`src/rtl/secret_once_store.sv`:
```
module secret_once_store #(
  parameter int WORD_W = 32,
  parameter int NUM_WORDS = 8,
  parameter int ADDR_W = 8,
  parameter logic [ADDR_W-1:0] BASE_ADDR = 8'h10,
  parameter logic [NUM_WORDS*WORD_W-1:0] SECRET =
    256'h87878787_96969696_a5a5a5a5_b4b4b4b4_c3c3c3c3_d2d2d2d2_e1e1e1e1_f0f0f0f0
) (
  input  logic              clk,
  input  logic              rst_n,
  input  logic              cs,
  input  logic              we,
  input  logic [ADDR_W-1:0] addr,
  output logic [WORD_W-1:0] rdata,
  output logic              ready
);
  localparam int IDX_W = (NUM_WORDS > 1) ? $clog2(NUM_WORDS) : 1;
  localparam logic [ADDR_W-1:0] SPAN = ADDR_W'(NUM_WORDS);

  logic [WORD_W-1:0] words [NUM_WORDS];
  for (genvar i = 0; i < NUM_WORDS; i++) begin : g_word
    assign words[i] = SECRET[i*WORD_W +: WORD_W];
  end

  logic [NUM_WORDS-1:0] used_q;
  logic [ADDR_W-1:0]    off;
  logic [IDX_W-1:0]     idx;
  logic                 rd_req, in_win, fresh;

  assign rd_req = cs && !we;
  assign off    = addr - BASE_ADDR;
  assign idx    = off[IDX_W-1:0];
  assign in_win = (addr >= BASE_ADDR) && (off < SPAN);
  assign fresh  = rd_req && in_win && !used_q[idx];

  always_ff @(posedge clk) begin
    if (!rst_n) begin
      used_q <= '0;
      ready  <= 1'b0;
      rdata  <= '0;
    end else begin
      ready <= rd_req;
      rdata <= fresh ? words[idx] : '0;
      if (rd_req && in_win) used_q[idx] <= 1'b1;
    end
  end
endmodule

```
`config.mk`:
```
export PLATFORM = sky130hd
export DESIGN_NAME = secret_once_store
export DESIGN_NICKNAME = d
export VERILOG_FILES = /design/src/rtl/secret_once_store.sv
export SDC_FILE = /design/constraint.sdc
export NUM_CORES = 1
export LEC_CHECK = 0
export BUFFER_PORTS_ARGS = -buffer_cell sky130_fd_sc_hd__buf_2
export CAP_MARGIN = 20
export CORE_MARGIN = 1
export CORE_UTILIZATION = 43
export DETAILED_ROUTE_END_ITERATION = 7
export PLACE_DENSITY = 0.74
export SKIP_CTS_REPAIR_TIMING = 1
export SLEW_MARGIN = 20
export SYNTH_ARGS = -nofsm -noshare
export SYNTH_HDL_FRONTEND = slang
export SYNTH_SLANG_ARGS = --single-unit
export TNS_END_PERCENT = 100
```
`constraint.sdc`:
```
create_clock -name clk -period 1.7 [get_ports clk]
set_input_delay 0.51 -clock clk [delete_from_list [all_inputs] [get_ports clk]]
set_output_delay 0.51 -clock clk [all_outputs]
set_load 0.02 [all_outputs]
```
==> results.md <==
* Largest area contributor in the netlist: dfxtp_1
* Pins Over Slew Limit at 0
* Pin count of the biggest net entering global routing at 15
* DPL Wire Length at 1037 µm
* Final Hold Viols at 0
* Share of cells above drive strength 1 at 0.4273
* Wire length per cell at 9.978 µm
* DR vias at 638
* Mapped cell area at 844.6 µm²
* Starting DRT DRC Count at 14
* Clock share of power at 0.355
* Placed Area at 880.8 µm²
* H-tree depth at 1
* Leak pwr at 0.4538 nW
* Final setup vio count at 0
* P_sw at 0.1499 mW
* CP required at 1.87 ns
* Area Overhead vs Synth at 8.593%
* Mapped Cells at 92
* Routed Antenna Nets at 0
* Die span in y at 46.32 µm
* DRC at 0
* Starting Density at 0.4737
* Initial antenna violation count at 0
* Crit-path max FO at 7
* Area share of the largest cell type after synthesis at 0.3793
* Max VDD drop at 0.5044 mV
* First-pass GRT wire length at 2056 µm
* Clock transition at the registers of the reported paths at 0.09 ns
* Drt via density at 4.726
* Net Sw Frac at 0.2212
* Sum Neg Setup Slack at 0 ns
* # IOs at 45
* CTS tree: built
* Worst Hold Class: flop to flop
* Sequential element share of the synthesized area at 0.3793
* Mean post-synth cell area at 9.180 µm²
* Finished Cell Area at 917.1 µm²
* Setup ws final at 0.3686 ns
* Setup Crit Path Kind: input port to flop
* Core Rows at 15
* Nature of the critical path startpoint: input port
* Worst EP arrival at 1.50 ns
* Clock Skews at 0.002156 ns
* Power per cell area at 739.3 nW/µm²
* Status: finished, final reports clean
* CTS Sinks at 16
* GRT Total Usage at 0.1405
* Fin crit share at 0.7832
* Die X-Extent at 46.32 µm
* Worst Setup End Kind: flop
* First drt pass iteration count at 4
* Die area at 2146 µm²
* Core area at 1783 µm²
* Yosys reg bits at 16
* Setup WS pre-CTS at 0.09363 ns
* RSZ-0062 raised after global routing: no
* R2R depth at 3
* Num CTS Buffers at 3
* Total gr overflow at 0
* Synth cell types at 24
* Final wirelength at 1347 µm
* CTS Buffer Depth at 2
* Peak Freq at 0.7511 GHz
* Routability cong. at 0.7307
* Gate power share at 0.090
* P_int at 0.5280 mW
* Minimum clock period at 1.331 ns
* Clk Latency, worst-skew pair at 0.28 ns
* Port bufs at 40
* Max cap viols at 0
* Hold Path Depth at 2
* Seq pwr share at 0.555
* Final nets at 123
* Ant diodes at 0
* Main area contributors after synthesis: dfxtp_1 (38%), buf_4 (22%), o21ai_0 (4.7%)
* Synth Warn # at 0
* Root buffer cell: clkbuf_4
* Vias in the first global route at 497
==> cells by family (layout without fill, tap and decap cells) <==
logic type | after synthesis | after routing | share of synthesized area
simple gates | 32 | 32 | 0.2622
compound gates | 10 | 10 | 0.06963
mux | 3 | 3 | 0.03556
flops | 16 | 16 | 0.3793
other cells | 1 | 4 | 0.004440
buf+inv | 30 | 45 | 0.2489
==> cells in the final DEF (no fill, tap or decap), drive strengths merged <==
| cell type | count |
|---|---|
| buf | 40 |
| dfxtp | 16 |
| nand2 | 10 |
| o21ai | 8 |
| conb | 4 |
| nor4b | 4 |
| clkbuf | 4 |
| mux2i | 3 |
| nor4 | 3 |
| nand3 | 3 |
| nor3b | 2 |
| nor3 | 2 |
| nand3b | 2 |
| nand4b | 1 |
| nand4 | 1 |
| nand2b | 1 |
| o22ai | 1 |
| nand4bb | 1 |
| o31ai | 1 |
| inv | 1 |
| nor2 | 1 |
| and3b | 1 |
==> cells in the mapped netlist <==
| cell | count |
|---|---|
| o22ai_1 | 1 |
| inv_1 | 1 |
| nor4b_4 | 1 |
| nand4_4 | 1 |
| nor2_1 | 1 |
| o21ai_0 | 8 |
| nand3b_1 | 2 |
| nand4b_1 | 1 |
| clkbuf_1 | 1 |
| buf_4 | 25 |
| nor3_1 | 2 |
| dfxtp_1 | 16 |
| conb_1 | 1 |
| nand2b_1 | 1 |
| nand3_1 | 3 |
| o31ai_2 | 1 |
| nor4_1 | 3 |
| mux2i_1 | 3 |
| nor3b_1 | 2 |
| buf_2 | 3 |
| nand2_1 | 10 |
| and3b_1 | 1 |
| nor4b_1 | 3 |
| nand4bb_1 | 1 |
==> metal layers <==
metal	share of wire	wire, µm	global-route usage	up-vias
met5	0	0	0	-
met4	0.010	14	0.1000	0
met3	0.083	112	0.03922	2
met2	0.43	585	0.2194	35
met1	0.47	634	0.1627	274
li1	-	-	-	327
==> state kept, by name, summed over array words and instances (netlist names) <==
signal	count
ready	1
rdata	7
used_q	8
==> worst max-delay path, cell delays in order <==
cell and delay [ns]:
buf_2 0.11, nor3b_1 0.33, nand4_4 0.18, nor4b_1 0.37
==> power groups by stage <==
stage                     registers (mW)  clock network [mW]  logic [mW]
after floorplan                    0.387                   0      0.0456
after global placement             0.385                   0      0.0594
after detailed placement           0.385                   0      0.0604
after CTS                          0.377               0.253      0.0606
after global routing               0.377               0.268      0.0672
final                              0.376               0.240      0.0612
==> final cells by class <==
cell class              count  area (µm²)
multi-input cells          49       325.3
well taps                  25       31.28
repair buffers             40       200.2
fillers                   187       865.8
inverters                   1       3.754
clock buffers               4       36.28
flip-flops and latches     16       320.3
==> stage by stage <==
| step | hold WS, ns | total power, mW | cells | util |
|---|---|---|---|---|
| detailed placement | 0.4427 | 0.4457 | 131 | 0.4940 |
| CTS | 0.4639 | 0.6904 | 135 | 0.5144 |
| floorplan | 0.4244 | 0.4327 | 95 | - |
| global placement | 0.4354 | 0.4446 | 131 | 0.4940 |
| global route | 0.4936 | 0.7122 | 135 | 0.5144 |
| finish | 0.4615 | 0.6780 | 135 | 0.5144 |
==> path summary, 6_finish.rpt <==
kind / from / to / slack, ns
min reg2reg: used_q[1] / used_q[1] / 0.46
max reg2reg: used_q[5] / rdata[24] / 0.60
max: addr[3] / rdata[24] / 0.37
min: used_q[1] / used_q[1] / 0.46
(Power assumes the default switching activity.)
